`src/rtl/sar_pkg.sv`:
```
`timescale 1ns/1ps
package sar_pkg;
  localparam int MCNT_W = 11;

  // machine-clock ratio for a divider code; the unused code maps to the slowest rate
  function automatic logic [MCNT_W-1:0] mclk_ratio(input logic [1:0] code);
    case (code)
      2'b00:   mclk_ratio = MCNT_W'(4);
      2'b01:   mclk_ratio = MCNT_W'(64);
      default: mclk_ratio = MCNT_W'(1024);
    endcase
  endfunction

  // index of the bit resolved at a given step, negative outside the resolve window
  function automatic int resolve_bit(input int step, input int samp, input int res);
    if (step >= samp && step < samp + res) resolve_bit = samp + res - 1 - step;
    else resolve_bit = -1;
  endfunction
endpackage

```
`src/rtl/sar_clkgen.sv`:
```
`timescale 1ns/1ps
module sar_clkgen
  import sar_pkg::*;
#(
  parameter int PRE_W = 4
) (
  input  logic             clk_i,
  input  logic             rst_ni,
  input  logic             run_i,
  input  logic             clr_i,
  input  logic [1:0]       div_i,
  input  logic [PRE_W-1:0] presc_i,
  output logic             ctick_o
);
  logic [MCNT_W-1:0] mcnt;
  logic [MCNT_W-1:0] mlim;
  logic [PRE_W-1:0]  pcnt;
  logic              mtick;

  assign mlim    = mclk_ratio(div_i) - MCNT_W'(1);
  assign mtick   = run_i && (mcnt == mlim);
  assign ctick_o = mtick && (pcnt == presc_i);

  always_ff @(posedge clk_i or negedge rst_ni) begin
    if (!rst_ni) begin
      mcnt <= '0;
      pcnt <= '0;
    end else if (clr_i || !run_i) begin
      mcnt <= '0;
      pcnt <= '0;
    end else begin
      if (mtick) mcnt <= '0;
      else       mcnt <= mcnt + MCNT_W'(1);
      if (ctick_o)    pcnt <= '0;
      else if (mtick) pcnt <= pcnt + PRE_W'(1);
    end
  end


  pcnt_range_chk: assert property (@(posedge clk_i) disable iff (!rst_ni)
    run_i |-> (pcnt <= presc_i));

  mcnt_range_chk: assert property (@(posedge clk_i) disable iff (!rst_ni)
    run_i |-> (mcnt <= mlim));
endmodule

```
`src/rtl/sar_seq.sv`:
```
`timescale 1ns/1ps
module sar_seq #(
  parameter int PRE_W    = 4,
  parameter int SAMP_CYC = 5,
  parameter int TOTAL    = 16,
  parameter int STEP_W   = 4
) (
  input  logic              clk_i,
  input  logic              rst_ni,
  input  logic              start_i,
  input  logic              ctick_i,
  input  logic [1:0]        div_sel_i,
  input  logic [PRE_W-1:0]  presc_i,
  output logic              busy_o,
  output logic              accept_o,
  output logic [STEP_W-1:0] step_o,
  output logic              sample_o,
  output logic              eoc_o,
  output logic [1:0]        div_q_o,
  output logic [PRE_W-1:0]  presc_q_o
);
  localparam logic [STEP_W-1:0] LAST_STEP = STEP_W'(TOTAL - 1);
  localparam logic [STEP_W-1:0] SAMP_END  = STEP_W'(SAMP_CYC);

  logic finish;

  assign accept_o = start_i && !busy_o;
  assign finish   = busy_o && ctick_i && (step_o == LAST_STEP);
  assign sample_o = busy_o && (step_o < SAMP_END);

  always_ff @(posedge clk_i or negedge rst_ni) begin
    if (!rst_ni) begin
      busy_o    <= 1'b0;
      step_o    <= '0;
      eoc_o     <= 1'b0;
      div_q_o   <= 2'b00;
      presc_q_o <= '0;
    end else if (accept_o) begin
      busy_o    <= 1'b1;
      step_o    <= '0;
      eoc_o     <= 1'b0;
      div_q_o   <= div_sel_i;
      presc_q_o <= presc_i;
    end else if (finish) begin
      busy_o <= 1'b0;
      step_o <= '0;
      eoc_o  <= 1'b1;
    end else if (busy_o && ctick_i) begin
      step_o <= step_o + STEP_W'(1);
    end
  end


  eoc_on_tick_chk: assert property (@(posedge clk_i) disable iff (!rst_ni)
    $rose(eoc_o) |-> $past(ctick_i));

  sample_excl_chk: assert property (@(posedge clk_i) disable iff (!rst_ni)
    sample_o |-> !eoc_o);

  busy_start_chk: assert property (@(posedge clk_i) disable iff (!rst_ni)
    (busy_o && start_i && !ctick_i) |=> (busy_o && $stable(div_q_o) && $stable(presc_q_o)));

  eoc_hold_chk: assert property (@(posedge clk_i) disable iff (!rst_ni)
    (eoc_o && !start_i) |=> eoc_o);
endmodule

```
`src/rtl/sar_reg.sv`:
```
`timescale 1ns/1ps
module sar_reg
  import sar_pkg::*;
#(
  parameter int RES      = 10,
  parameter int SAMP_CYC = 5,
  parameter int TOTAL    = 16,
  parameter int STEP_W   = 4
) (
  input  logic              clk_i,
  input  logic              rst_ni,
  input  logic              clr_i,
  input  logic              ctick_i,
  input  logic [STEP_W-1:0] step_i,
  input  logic              cmp_i,
  output logic [RES-1:0]    trial_o,
  output logic [RES-1:0]    result_o
);
  localparam logic [RES-1:0]    MSB_ONE   = RES'(1) << (RES - 1);
  localparam logic [STEP_W-1:0] ARM_STEP  = STEP_W'(SAMP_CYC - 1);
  localparam logic [STEP_W-1:0] LAST_STEP = STEP_W'(TOTAL - 1);

  logic [RES-1:0] trial_nxt;
  logic           arm;
  logic           store;

  assign arm   = ctick_i && (step_i == ARM_STEP);
  assign store = ctick_i && (step_i == LAST_STEP);

  always_comb begin
    int bidx;
    bidx      = resolve_bit(int'(step_i), SAMP_CYC, RES);
    trial_nxt = trial_o;
    if (step_i == ARM_STEP) begin
      trial_nxt = MSB_ONE;
    end else if (bidx >= 0) begin
      for (int i = 0; i < RES; i++) begin
        if (i == bidx)          trial_nxt[i] = cmp_i;
        else if (i + 1 == bidx) trial_nxt[i] = 1'b1;
      end
    end
  end

  always_ff @(posedge clk_i or negedge rst_ni) begin
    if (!rst_ni) begin
      trial_o  <= '0;
      result_o <= '0;
    end else if (clr_i) begin
      trial_o <= '0;
    end else if (ctick_i) begin
      trial_o <= trial_nxt;
      if (store) result_o <= trial_o;
    end
  end


  msb_arm_chk: assert property (@(posedge clk_i) disable iff (!rst_ni)
    (arm && !clr_i) |=> (trial_o == MSB_ONE));

  result_hold_chk: assert property (@(posedge clk_i) disable iff (!rst_ni)
    !store |=> $stable(result_o));

  clear_chk: assert property (@(posedge clk_i) disable iff (!rst_ni)
    clr_i |=> (trial_o == '0));
endmodule

```
`src/rtl/sar_adc_ctrl.sv`:
```
`timescale 1ns/1ps
module sar_adc_ctrl #(
  parameter int RES      = 10,
  parameter int PRE_W    = 4,
  parameter int SAMP_CYC = 5
) (
  input  logic             clk_i,
  input  logic             rst_ni,
  input  logic [1:0]       div_sel_i,
  input  logic [PRE_W-1:0] presc_i,
  input  logic             start_i,
  input  logic             cmp_i,
  output logic [RES-1:0]   dac_code_o,
  output logic             sample_o,
  output logic [RES-1:0]   result_o,
  output logic             eoc_o
);
  localparam int TOTAL  = SAMP_CYC + RES + 1;
  localparam int STEP_W = $clog2(TOTAL);

  logic              busy;
  logic              accept;
  logic              ctick;
  logic [STEP_W-1:0] step;
  logic [1:0]        div_q;
  logic [PRE_W-1:0]  presc_q;

  sar_seq #(
    .PRE_W(PRE_W), .SAMP_CYC(SAMP_CYC), .TOTAL(TOTAL), .STEP_W(STEP_W)
  ) u_seq (
    .clk_i(clk_i), .rst_ni(rst_ni), .start_i(start_i), .ctick_i(ctick),
    .div_sel_i(div_sel_i), .presc_i(presc_i), .busy_o(busy), .accept_o(accept),
    .step_o(step), .sample_o(sample_o), .eoc_o(eoc_o),
    .div_q_o(div_q), .presc_q_o(presc_q)
  );

  sar_clkgen #(.PRE_W(PRE_W)) u_clk (
    .clk_i(clk_i), .rst_ni(rst_ni), .run_i(busy), .clr_i(accept),
    .div_i(div_q), .presc_i(presc_q), .ctick_o(ctick)
  );

  sar_reg #(
    .RES(RES), .SAMP_CYC(SAMP_CYC), .TOTAL(TOTAL), .STEP_W(STEP_W)
  ) u_reg (
    .clk_i(clk_i), .rst_ni(rst_ni), .clr_i(accept), .ctick_i(ctick),
    .step_i(step), .cmp_i(cmp_i), .trial_o(dac_code_o), .result_o(result_o)
  );
endmodule

```
`config.mk`:
```
export PLATFORM = sky130hd
export DESIGN_NAME = sar_adc_ctrl
export DESIGN_NICKNAME = d
export VERILOG_FILES = /design/src/rtl/sar_pkg.sv /design/src/rtl/sar_clkgen.sv /design/src/rtl/sar_seq.sv /design/src/rtl/sar_reg.sv /design/src/rtl/sar_adc_ctrl.sv
export SDC_FILE = /design/constraint.sdc
export NUM_CORES = 1
export LEC_CHECK = 0
export ABC_AREA = 1
export BUFFER_PORTS_ARGS = -buffer_cell sky130_fd_sc_hd__buf_2
export CORE_MARGIN = 2
export CORE_UTILIZATION = 34
export DETAILED_ROUTE_END_ITERATION = 12
export REMOVE_ABC_BUFFERS = 1
export SLEW_MARGIN = 25
export SYNTH_ARGS = -nofsm -noshare
export SYNTH_HDL_FRONTEND = slang
export SYNTH_SLANG_ARGS = --single-unit
export TNS_END_PERCENT = 5
```
`constraint.sdc`:
```
create_clock -name clk_i -period 2.95 [get_ports clk_i]
set_input_delay 0.295 -clock clk_i [delete_from_list [all_inputs] [get_ports clk_i]]
set_output_delay 0.295 -clock clk_i [all_outputs]
set_load 0.03 [all_outputs]
```
# Word-level counts from Yosys, hierarchy flattened
# Cells that the tools add are included.
# op_classes
n_bitwise	1
add_sub_neg	5
n_lt_le_gt_ge	4
mux	38
n_reduce_logical	38
n_eq_ne	15
# ops
cell	count
== test 4 x 32 -> 1 bit, first input constant	4
== test 5 x 32 -> 1 bit, first input constant	3
== test 3 x 32 -> 1 bit, first input constant	2
two-way mux 10 bit	4
nonzero test 4 bit	10
AND reduction 3 bit	11
== test 2 x 32 -> 1 bit, first input constant	1
greater-or-equal comparator 32 x 1 -> 1 bit, second input constant	1
zero test 32 bit	1
two-way mux 32 bit	1
two-way mux 1 bit	24
two-way mux 4 bit	6
two-way mux 11 bit	2
case mux 11 bit (2 select lines)	1
adder 11 x 1 -> 11 bit, second input constant	1
== test 11 bit	1
subtractor 11 x 1 -> 11 bit, second input constant	1
nonzero test 3 bit	3
adder 4 x 1 -> 4 bit, second input constant	2
logical AND 1 bit	8
subtractor 4 x 4 -> 5 bit, first input constant	1
== test 4 x 3 -> 1 bit, second input constant	1
== test 4 bit	1
== test 4 bit, second input constant	1
9 further kinds	10
# totals
register_bits	47
output_inout_bits	22
elab_cells	119

# Logic depth before layout (Yosys ltp)
# depth
ltp_word	10
mapped_depth	15
mapped_depth_nobuf	14

# Hierarchy
# Synthesis repeated with hierarchy kept, for this count alone.
# unflattened
hier_cells	356
hier_area_um2	2849.0
# modules_own_cells
mod	n_inst	cells_per_inst	area_per_inst_um2
sar_reg	1	164	1332.5
sar_clkgen	1	123	964.7
sar_seq	1	69	551.8

# Worst setup path before layout
# Ideal clock, no wire load.
# synth_path
kind	register to register
startpoint	register u_seq.div_q_o[0]
endpoint	register u_reg.trial_o[9]
path_stages_with_launch	15
t_required_ps	2833
slack_ps	1063
synth_period_minus_slack_ps	1887
setup_ps	117
arrival_ps	1770
path_cell_list	dfrtp_1 nor2_1 inv_1 ha_1 nand2_1 nand3_1 nor2_1 nand3_2 nor2_8 nand2_4 nand2_4 buf_6 nand2_1 nand2_1 nand2_1
# synth_via
elab_chain_len	8
elab_cells_between_ends	9
# synth_lines
item	line	source
start: declaration	sar_seq.sv:19	output logic [1:0] div_q_o,
start signal: assignment	sar_seq.sv:42	div_q_o <= div_sel_i;
== test 2 x 1 -> 1 bit or zero test 2 bit (tied branches)	sar_pkg.sv:7	case (code)
case mux 11 bit (2 select lines) *	sar_pkg.sv:7	
subtractor 11 x 1 -> 11 bit *	sar_clkgen.sv:20	assign mlim = mclk_ratio(div_i) - MCNT_W'(1);
== test 11 bit *	sar_clkgen.sv:21	assign mtick = run_i && (mcnt == mlim);
logical AND 1 bit *	sar_clkgen.sv:21	
logical AND 1 bit *	sar_clkgen.sv:22	assign ctick_o = mtick && (pcnt == presc_i);
nonzero test 2 bit (no line) *	--	
AND reduction 3 bit (no line) *	--	
end signal: assignment	sar_reg.sv:51	trial_o <= trial_nxt;
end: declaration	sar_reg.sv:16	output logic [RES-1:0] trial_o,
# Every way passes the cells marked *; elsewhere a longest branch is shown, timed or not.
# A chain may end at the register's enable or synchronous reset.

# Worst setup path in the final report
# layout_path
startpoint	register u_seq.div_q_o[0]
endpoint	register u_reg.result_o[3]
# layout_via
elab_chain_len	8
elab_cells_between_ends	9
# layout_lines
item	line	source
== test 2 x 1 -> 1 bit or zero test 2 bit (tied branches)	sar_pkg.sv:7	
case mux 11 bit (2 select lines) *	sar_pkg.sv:7	
subtractor 11 x 1 -> 11 bit *	sar_clkgen.sv:20	
== test 11 bit *	sar_clkgen.sv:21	
logical AND 1 bit *	sar_clkgen.sv:21	
logical AND 1 bit *	sar_clkgen.sv:22	
logical AND 1 bit	sar_reg.sv:28	assign store = ctick_i && (step_i == LAST_STEP);
AND reduction 3 bit (no line) *	--	
end signal: assignment	sar_reg.sv:52	if (store) result_o <= trial_o;
end: declaration	sar_reg.sv:17	output logic [RES-1:0] result_o
# Marked as above.

==> summary.txt <==
Cell Area, Synth: 2704 sq um
Gr ovfl total: 0
Pre-Repair DR Iteration Count: 4
Ys Warns: 0
Die X: 93.18 um
Routed WL: 5590 um
Root Driver: clkbuf_8
Clock-pin slew on the worst setup and hold paths: 90 ps
Setup TNS Final: 0 ps
Vias post-DR: 2266
Port bufs: 31
Die area: 8682 sq um
Final min period: 2203 ps
Clock Path Buffers: 2
H-tree levels: 2
Setup CP Type: flip-flop to flip-flop
Required @ worst endpoint: 3140 ps
Status: complete, but fails checks
Layout area overhead: 12.03%
Synth Instances: 360
Reg2reg path depth: 13
# DRC: 0
Post-cts repair resize count: 0
CP Max Fanout: 13
Netlist cell types: 29
Clk_lat worst skew: 300 ps
# diodes: 0
Violated checks: hold timing
Initial antenna violation count: 0
PwrDens: 348.6 nW/um^2
Gpl congestion: 0.8131
Final Setup Violations: 0
IO Count: 32
FF+latch count, synth: 47
Period utilization: 0.7468
Path category of the worst min-delay check: input port to asynchronous set/reset pin
CTS sink cnt: 47
Hold Vio Cnt, Final: 7
Initial Util: 0.3499
Die height: 93.18 um
Max-cap violation count: 0
DP Area: 2944 sq um
Final Power: 1.056 mW
Startpoint types: flip-flop
Count of pins over their slew limit: 0
CTS buffer count: 5
Setup bufs post-CTS: 0
CTS tree: built
Fin area: 3029 sq um
Relative slew slack: 0.6087
Rows: 32
Flop2flop setup slack: 750 ps
Critical Path AT: 2400 ps
Number of DRC markers in iteration 0: 95
Beginning of the critical path: u_seq.div_q_o[0]
Commonest non-fill, non-tap cells in the layout: 131 x nand2_1, 47 x dfrtp_1, 45 x nand3_1
Hold Buf Count CTS: 0
Worst VDD drop: 0.1215 mV
Avg Cell Area, Syn: 7.511 sq um
Fmax: 453.9 MHz
Number of global-route vias before repair: 2129
First-pass GRT wire length: 9839 um
Worst setup EP type: flip-flop
RSZ-0062 raised after global routing: no
Placeable Area: 7727 sq um
Final HPWL DP: 4130 um
FF-to-FF Start: u_seq.div_q_o[0]
Largest net degree at the start of global routing: 48
Mean number of vias per cell: 4.578
Worst R2R End: u_reg.result_o[3]
Slew @ Worst Pin: 587.0 ps
Routed WL per cell: 11.29 um
Antenna-violating nets left: 0
Total track usage: 0.1403
Setup Skew: 5.379 ps
Sequential fraction of the synthesis area: 0.4350
Final #Nets: 411
Commonest non-fill, non-tap cell in the layout: nand2_1
Hold slack: -3.327 ps
Ratio of cells with drive above 1 in the final layout: 0.1552
Pleak: 1.581 nW
==> final cells by class <==
class,count,area [sq um]
Fill cell,807,4698
Timing Repair Buffer,33,172.7
Inverter,37,138.9
Clock buffer,6,72.57
Multi-Input combinational cell,268,1329
Clock inverter,2,12.51
Tap cell,102,127.6
Sequential cell,47,1176
==> critical path, cell delays in order (launching register included) <==
cell,delay (ps)
dfrtp_1,410
nor2_1,130
inv_1,90
ha_1,290
nand2_1,70
nand3_1,60
nor2_1,120
nand3_2,130
nor2_8,170
nand2_4,80
nor2_4,250
inv_2,150
nand2_1,90
nand2_1,50
==> where the power goes <==
| group | switching [mW] | total (mW) | leakage [nW] | internal [mW] |
|---|---|---|---|---|
| logic | 0.0177 | 0.0234 | 0.968 | 0.00569 |
| clock network | 0.221 | 0.388 | 0.0412 | 0.166 |
| registers | 0.000717 | 0.645 | 0.572 | 0.644 |
==> synth_stat cells <==
cell | number | area share
o21a_1 | 2 | 0.0056
nor2_4 | 1 | 0.0042
nor3_1 | 3 | 0.0056
nand2_4 | 3 | 0.012
o211ai_1 | 1 | 0.0028
ha_1 | 9 | 0.042
buf_4 | 1 | 0.0028
nand2_2 | 2 | 0.0046
nand2_1 | 131 | 0.18
buf_2 | 3 | 0.0056
dfrtp_1 | 47 | 0.43
nand3_2 | 3 | 0.011
nor2_2 | 4 | 0.0093
nor3b_1 | 1 | 0.0028
xor2_1 | 6 | 0.019
xnor2_1 | 4 | 0.013
or2_2 | 1 | 0.0023
buf_6 | 3 | 0.012
nand4_1 | 6 | 0.014
nand3_1 | 45 | 0.083
inv_1 | 31 | 0.043
nor2_8 | 1 | 0.0074
or2_1 | 1 | 0.0023
a21oi_1 | 2 | 0.0037
o21ai_1 | 3 | 0.0056
o21ai_0 | 10 | 0.019
inv_2 | 6 | 0.0083
clkbuf_1 | 1 | 0.0014
nor2_1 | 29 | 0.040
==> flip-flops by register name, indices dropped and copies added (netlist names) <==
register	count
u_clk.mcnt	11
u_reg.result_o	10
u_reg.trial_o	10
u_clk.pcnt	4
u_seq.presc_q_o	4
u_seq.step_o	4
u_seq.div_q_o	2
u_seq.busy_o	1
u_seq.eoc_o	1
==> through the flow <==
step	utilization	instances	setup WS [ps]
after floorplan	-	352	828.3
after global placement	0.3807	487	814.7
after detailed placement	0.3810	487	730.0
after CTS	0.3920	495	719.0
after global routing	0.3920	495	530.3
final	0.3920	495	746.9
==> worst max path at each step <==
stage | end | slack, ps | cells past startpoint
finish | u_reg.result_o[3] | 750 | 13
global placement | u_reg.result_o[2] | 810 | 13
CTS | u_reg.result_o[9] | 720 | 13
global route | u_reg.trial_o[4] | 530 | 12
detailed placement | u_reg.result_o[1] | 730 | 13
floorplan | u_clk.pcnt[0] | 830 | 10
==> metal layers <==
metal,GRT usage,vias up,wire length (um),share of wire
met5,0,-,0,0
met4,0.04779,0,38,0.0068
met3,0.02337,4,164,0.029
met2,0.2120,31,2483,0.44
met1,0.2036,1030,2905,0.52
li1,-,1201,-,-
==> logic make-up after synthesis <==
logic type | after synthesis | synth area share
AO/OA/AOI/OAI | 18 | 0.03609
XOR/XNOR | 10 | 0.03239
adder cells (fa/ha/maj) | 9 | 0.04165
buffers and inverters | 45 | 0.07357
flip-flops | 47 | 0.4350
AND/OR/NAND/NOR | 231 | 0.3813
No activity file was read; power rests on OpenSTA's default activity.
